<file path="src/rtl/pll_lock_pkg.sv">
package pll_lock_pkg;

    localparam int MEAS_BITS = 8;
    localparam int GOOD_BITS = 3;

    typedef struct packed {
        logic                 vld;
        logic [MEAS_BITS-1:0] width;
    } meas_t;

    typedef enum logic {
        ST_HUNT   = 1'b0,
        ST_LOCKED = 1'b1
    } lock_state_e;

    function automatic logic [GOOD_BITS-1:0] need_count(input logic sel);
        return sel ? GOOD_BITS'(5) : GOOD_BITS'(3);
    endfunction

endpackage

</file>
<file path="src/rtl/pll_lock_sync.sv">
module pll_lock_sync #(
    parameter int STAGES = 2,
    parameter int BITS   = 2
) (
    input  logic            clk_i,
    input  logic            rst_i,
    input  logic [BITS-1:0] d_i,
    output logic [BITS-1:0] q_o
);
    logic [STAGES-1:0] chain [BITS];

    for (genvar b = 0; b < BITS; b++) begin : g_bit
        always_ff @(posedge clk_i) begin
            if (rst_i) chain[b] <= '0;
            else       chain[b] <= {chain[b][STAGES-2:0], d_i[b]};
        end
        assign q_o[b] = chain[b][STAGES-1];
    end
endmodule

</file>
<file path="src/rtl/pll_lock_meas.sv">
module pll_lock_meas
    import pll_lock_pkg::*;
#(
    parameter int LOOSE_TICKS = 10,
    parameter int IDLE_TICKS  = 40
) (
    input  logic  clk_i,
    input  logic  rst_i,
    input  logic  act_i,
    output meas_t meas_o
);
    localparam int IDLE_BITS = $clog2(IDLE_TICKS + 1);
    localparam logic [MEAS_BITS-1:0] SAT_W   = MEAS_BITS'(LOOSE_TICKS + 1);
    localparam logic [IDLE_BITS-1:0] IDLE_END = IDLE_BITS'(IDLE_TICKS - 1);

    logic                 act_q;
    logic [MEAS_BITS-1:0] width_q;
    logic [IDLE_BITS-1:0] idle_q;

    always_ff @(posedge clk_i) begin
        if (rst_i) begin
            act_q   <= 1'b0;
            width_q <= '0;
            idle_q  <= '0;
            meas_o  <= '0;
        end else begin
            act_q      <= act_i;
            meas_o.vld <= 1'b0;
            if (act_i) begin
                width_q <= (width_q == SAT_W) ? SAT_W : width_q + 1'b1;
                idle_q  <= '0;
            end else if (act_q) begin
                meas_o.vld   <= 1'b1;
                meas_o.width <= width_q;
                width_q      <= '0;
                idle_q       <= '0;
            end else if (idle_q == IDLE_END) begin
                meas_o.vld   <= 1'b1;
                meas_o.width <= '0;
                idle_q       <= '0;
            end else begin
                idle_q <= idle_q + 1'b1;
            end
        end
    end

    // a measurement is a single-cycle strobe
    p_single_strobe_r6: assert property (@(posedge clk_i) disable iff (rst_i)
        meas_o.vld |=> !meas_o.vld);

    // the end of activity produces a measurement on the next edge
    p_fall_meas_r6: assert property (@(posedge clk_i) disable iff (rst_i)
        (act_q && !act_i) |=> meas_o.vld);
endmodule

</file>
<file path="src/rtl/pll_lock_fsm.sv">
module pll_lock_fsm
    import pll_lock_pkg::*;
#(
    parameter int TIGHT_TICKS = 6,
    parameter int LOOSE_TICKS = 10
) (
    input  logic  clk_i,
    input  logic  rst_i,
    input  logic  sel_i,
    input  meas_t meas_i,
    output logic  lock_o
);
    localparam logic [MEAS_BITS-1:0] TIGHT_W = MEAS_BITS'(TIGHT_TICKS);
    localparam logic [MEAS_BITS-1:0] LOOSE_W = MEAS_BITS'(LOOSE_TICKS);

    lock_state_e          state_q;
    logic [GOOD_BITS-1:0] good_q;
    logic [GOOD_BITS-1:0] need;
    logic                 tight, wide;

    always_comb begin
        need  = need_count(sel_i);
        tight = meas_i.width < TIGHT_W;
        wide  = meas_i.width > LOOSE_W;
    end

    always_ff @(posedge clk_i) begin
        if (rst_i) begin
            state_q <= ST_HUNT;
            good_q  <= '0;
        end else if (meas_i.vld) begin
            unique case (state_q)
                ST_HUNT: begin
                    if (!tight) begin
                        good_q <= '0;
                    end else if (good_q + 1'b1 >= need) begin
                        state_q <= ST_LOCKED;
                        good_q  <= '0;
                    end else begin
                        good_q <= good_q + 1'b1;
                    end
                end
                ST_LOCKED: begin
                    if (wide) begin
                        state_q <= ST_HUNT;
                        good_q  <= '0;
                    end
                end
                default: state_q <= ST_HUNT;
            endcase
        end
    end

    assign lock_o = (state_q == ST_LOCKED);

    // lock rises only right after a tight measurement
    p_rise_tight_r2: assert property (@(posedge clk_i) disable iff (rst_i)
        $rose(lock_o) |-> $past(meas_i.vld) && ($past(meas_i.width) < TIGHT_W));

    // lock falls only right after a wide measurement
    p_fall_wide_r4: assert property (@(posedge clk_i) disable iff (rst_i)
        $fell(lock_o) |-> $past(meas_i.vld) && ($past(meas_i.width) > LOOSE_W));

    // the run count never reaches the largest requirement
    p_good_bound_r3: assert property (@(posedge clk_i) disable iff (rst_i)
        good_q < GOOD_BITS'(5));

    // a non-tight cycle while hunting clears the run
    p_run_clear_r5: assert property (@(posedge clk_i) disable iff (rst_i)
        (meas_i.vld && !lock_o && !tight) |=> (good_q == '0) && !lock_o);
endmodule

</file>
<file path="src/rtl/pll_lock_detect.sv">
module pll_lock_detect
    import pll_lock_pkg::*;
#(
    parameter int TIGHT_TICKS = 6,
    parameter int LOOSE_TICKS = 10,
    parameter int IDLE_TICKS  = 40
) (
    input  logic clk_i,
    input  logic rst_i,
    input  logic up_i,
    input  logic dn_i,
    input  logic cnt_sel_i,
    output logic lock_o
);
    logic [1:0] pd_sync;
    logic       act;
    meas_t      meas;

    pll_lock_sync #(.STAGES(2), .BITS(2)) u_sync (
        .clk_i (clk_i),
        .rst_i (rst_i),
        .d_i   ({dn_i, up_i}),
        .q_o   (pd_sync)
    );

    assign act = |pd_sync;

    pll_lock_meas #(.LOOSE_TICKS(LOOSE_TICKS), .IDLE_TICKS(IDLE_TICKS)) u_meas (
        .clk_i  (clk_i),
        .rst_i  (rst_i),
        .act_i  (act),
        .meas_o (meas)
    );

    pll_lock_fsm #(.TIGHT_TICKS(TIGHT_TICKS), .LOOSE_TICKS(LOOSE_TICKS)) u_fsm (
        .clk_i  (clk_i),
        .rst_i  (rst_i),
        .sel_i  (cnt_sel_i),
        .meas_i (meas),
        .lock_o (lock_o)
    );

    initial begin
        p_thresh_order_r4: assert (TIGHT_TICKS < LOOSE_TICKS && LOOSE_TICKS + 1 < 2**MEAS_BITS);
    end

    // lock is low in the cycle after a reset
    p_reset_clear_r1: assert property (@(posedge clk_i)
        rst_i |=> !lock_o);
endmodule

</file>
<file path="config.mk">
export PLATFORM = sky130hd
export DESIGN_NAME = pll_lock_detect
export DESIGN_NICKNAME = d
export VERILOG_FILES = /design/src/rtl/pll_lock_pkg.sv /design/src/rtl/pll_lock_sync.sv /design/src/rtl/pll_lock_meas.sv /design/src/rtl/pll_lock_fsm.sv /design/src/rtl/pll_lock_detect.sv
export SDC_FILE = /design/constraint.sdc
export NUM_CORES = 1
export LEC_CHECK = 0
export BUFFER_PORTS_ARGS = -buffer_cell sky130_fd_sc_hd__buf_2
export CAP_MARGIN = 20
export CORE_MARGIN = 2
export CORE_UTILIZATION = 45
export DETAILED_ROUTE_END_ITERATION = 16
export GPL_TIMING_DRIVEN = 0
export PLACE_DENSITY = 0.58
export SKIP_LAST_GASP = 1
export SLEW_MARGIN = 20
export SYNTH_ARGS = -nofsm -noshare
export SYNTH_HDL_FRONTEND = slang
export SYNTH_HIERARCHICAL = 1
export SYNTH_SLANG_ARGS = --single-unit
export TNS_END_PERCENT = 30
</file>
<file path="constraint.sdc">
create_clock -name clk_i -period 2.3 [get_ports clk_i]
set_input_delay 0.46 -clock clk_i [delete_from_list [all_inputs] [get_ports clk_i]]
set_output_delay 0.46 -clock clk_i [all_outputs]
set_load 0.05 [all_outputs]
</file>
==> flow_metrics.env <==
export IMPL_crit_buf_inv=0
export IMPL_min_path_type="in2reg"
export IMPL_maxCapViolations=0
export IMPL_clock_sinks=32
export IMPL_grtUsageTotal=0.173
export IMPL_tightestPinTransition_ns=0.505
export IMPL_post_cts_buffers=0
export IMPL_setup_violations=0
export IMPL_numPortBuffers=5
export IMPL_async_flop_share=0
export IMPL_leakage_nw=0.588
export IMPL_routed_wl_um=2610
export IMPL_finalClockSkew_ns=0.00319
export IMPL_layoutNonFillerInstCount=210
export IMPL_fin_crit_ns=1.79
export IMPL_slowest_delay_ns=0.34
export IMPL_reg2reg_to="u_fsm/good_q[2]"
export IMPL_crit_top_cell="ha_1"
export IMPL_slew_violations=0
export IMPL_cp_max_fo=4
export IMPL_finalHoldViolCount=0
export IMPL_multi_input_area_sq_um=736
export IMPL_diodes=0
export IMPL_power_mw=0.972
export IMPL_endpoint_kind="flip-flop"
export IMPL_ys_ff_latch=32
export IMPL_dr_pass1_iters=4
export IMPL_drive_gt1_frac=0.139
export IMPL_ys_types=40
export IMPL_syn_to_final_growth_pct=9.79
export IMPL_ff2ff_path_depth=8
export IMPL_avgSynthCellArea_sq_um=9.27
export IMPL_cts_tree="done"
export IMPL_ir_drop_uv=367
export IMPL_holdBufCountCts=0
export IMPL_viasPerCell=5.24
export IMPL_crit_type="reg2reg"
export IMPL_syn_area_sq_um=1420
export IMPL_grt_pass1_vias=1004
export IMPL_min_to="u_sync/chain[0][0]"
export IMPL_worstHoldStart="up_i"
export IMPL_dp_cells=202
export IMPL_final_common_cell="dfxtp_1"
export IMPL_synth_seq_area_share=0.451
export IMPL_register_area_sq_um=641
export IMPL_final_cell_mix="dfxtp_1, nor2_1, nand2_1"
export IMPL_syn_inst=153
export IMPL_status="finished clean"
export IMPL_start_util=0.469
export IMPL_synthFlopType="dfxtp_1"
export IMPL_clk_path_buf_depth=2
export IMPL_route_detailed_drc=0
export IMPL_syn_nets=164
export IMPL_fillCellCount=294
export IMPL_die_width_um=60.2
export IMPL_clock_latency_ns=0.33
export IMPL_nets=176
export IMPL_synth_edf_count=0
export IMPL_antenna_left=0
export IMPL_whs_path_depth=2
export IMPL_num_vias=1100
export IMPL_io_pins=6
export IMPL_ctsRootBufferMaster="clkbuf_4"
export IMPL_crit_required_ns=2.56
export IMPL_max_slew_margin=0.659
export IMPL_period_share=0.780
export IMPL_cp_slowest_cell="dfxtp_1"
export IMPL_synth_top_area_cell="dfxtp_1"
export IMPL_die_area_sq_um=3620
export IMPL_path_cells="ha_1 -> xor2_1 -> ha_1 -> a21oi_1 -> nand2_1 -> nor2_2 -> nand4b_1 -> a31oi_1"
export IMPL_grt_max_degree=14
export IMPL_rsz0062_at_grt="false"
export IMPL_worstPathArrival_ns=2.05
export IMPL_fp_dieH_um=60.2
export IMPL_setup_tns_ns=0
export IMPL_cp_top_family="adder cells"
export IMPL_r2r_slack_ns=0.51
export IMPL_drt_iter0_markers=47
export IMPL_ctsResizeCount=0
export IMPL_p_per_area_nw_per_um2=624
export IMPL_synth_top_area_frac=0.451
export IMPL_cts_made_buffers=5
export IMPL_ys_top_cells_by_area="dfxtp_1, ha_1, nand3_1"
export IMPL_yosys_warnings=6
export IMPL_post_route_util=0.514
export IMPL_grt_pass1_wl_um=4430
export IMPL_avgRoutedWirePerCell_um=12.4
export IMPL_coreArea_sq_um=3030
export IMPL_htree_levels=2
export IMPL_reg2reg_from="u_fsm/good_q[0]"
export IMPL_max_freq_mhz=558
export IMPL_overflow=0
export IMPL_cts_clk_slew_worst_paths_ns=0.09
export IMPL_rows=20
export IMPL_antenna_found_initial=0
export IMPL_place_congestion=0.768
export IMPL_dp_hpwl_um=1930
export IMPL_crit_path_start_kind="flip-flop"
cell usage after synthesis (2+ instances only):
cell      count
a21oi_1      10
a22o_1        6
a31oi_1       4
and3_1        2
buf_4         2
dfxtp_1      32
ha_1          6
inv_1         4
nand2_1      13
nand3_1      12
nand3b_1      5
nor2_1       14
nor2b_1       5
nor3_1        2
o21ai_0       6
or3_1         3
xnor2_1       2
xor2_1        3
report_power, final:
part | internal, mW | switching, mW
Combinational | 0.0263 | 0.0432
Clock | 0.151 | 0.176
Sequential | 0.565 | 0.00984
worst max path at each step:
stage	startpoint	to	slack, ns	cells after the start
floorplan	u_fsm/good_q[0]	u_fsm/good_q[2]	0.67	8
global placement	u_fsm/good_q[0]	u_fsm/good_q[2]	0.58	8
detailed placement	u_fsm/good_q[0]	u_fsm/good_q[2]	0.52	8
CTS	u_fsm/good_q[0]	u_fsm/good_q[2]	0.49	8
global route	u_fsm/good_q[0]	u_fsm/good_q[2]	0.39	8
finish	u_fsm/good_q[0]	u_fsm/good_q[2]	0.51	8
final cells by class:
| class | instances | area share |
|---|---|---|
| clock buffers | 8 | 0.0378 |
| plain buffers | 5 | 0.0177 |
| well taps | 44 | 0.0353 |
| repair buffers | 5 | 0.0161 |
| inverters | 4 | 0.00964 |
| flip-flops and latches | 32 | 0.411 |
| multi-input cells | 112 | 0.472 |
flip-flops by register name (all words and copies together), names as in the netlist:
signal,cells
u_fsm/good_q,3
u_fsm/lock_o,1
u_meas/act_q,1
u_meas/idle_q,6
u_meas/meas_o,9
u_meas/width_q,8
u_sync/chain,4
metrics by stage:
| step | hold slack (ns) | area, sq um | worst slack [ns] |
|---|---|---|---|
| after floorplan | 0.414 | 1420 | 0.670 |
| after global placement | 0.423 | 1500 | 0.575 |
| after detailed placement | 0.422 | 1500 | 0.519 |
| after CTS | 0.330 | 1560 | 0.494 |
| after global routing | 0.350 | 1560 | 0.392 |
| final | 0.344 | 1560 | 0.507 |
cells by family (layout without fill, tap and decap cells):
family                   Yosys count  after routing  share of synthesized area
flip-flops                        32             32                      0.451
buffers and inverters              9             22                     0.0300
adder cells (fa/ha/maj)            6              6                     0.0529
AO/OA/AOI/OAI                     34             34                      0.174
AND/OR/NAND/NOR                   67             67                      0.261
XOR/XNOR                           5              5                     0.0309
worst register-to-register path: cells and delay by family, from the launching register on:
kind,cells,cell delay (ns)
fa+ha+maj,2,0.53
simple gates,3,0.39
flops,1,0.34
compound gates,2,0.32
xor+xnor,1,0.15
routing by layer:
layer | global-route usage | vias up | share of wire | wire [um]
met1 | 0.205 | 520 | 0.50 | 1310
li1 | - | 567 | - | -
met4 | 0.0857 | 0 | 0.016 | 43
met3 | 0.0649 | 5 | 0.030 | 78
met5 | 0 | - | 0 | 0
met2 | 0.272 | 8 | 0.45 | 1180
Power figures use the tool's default switching activity.
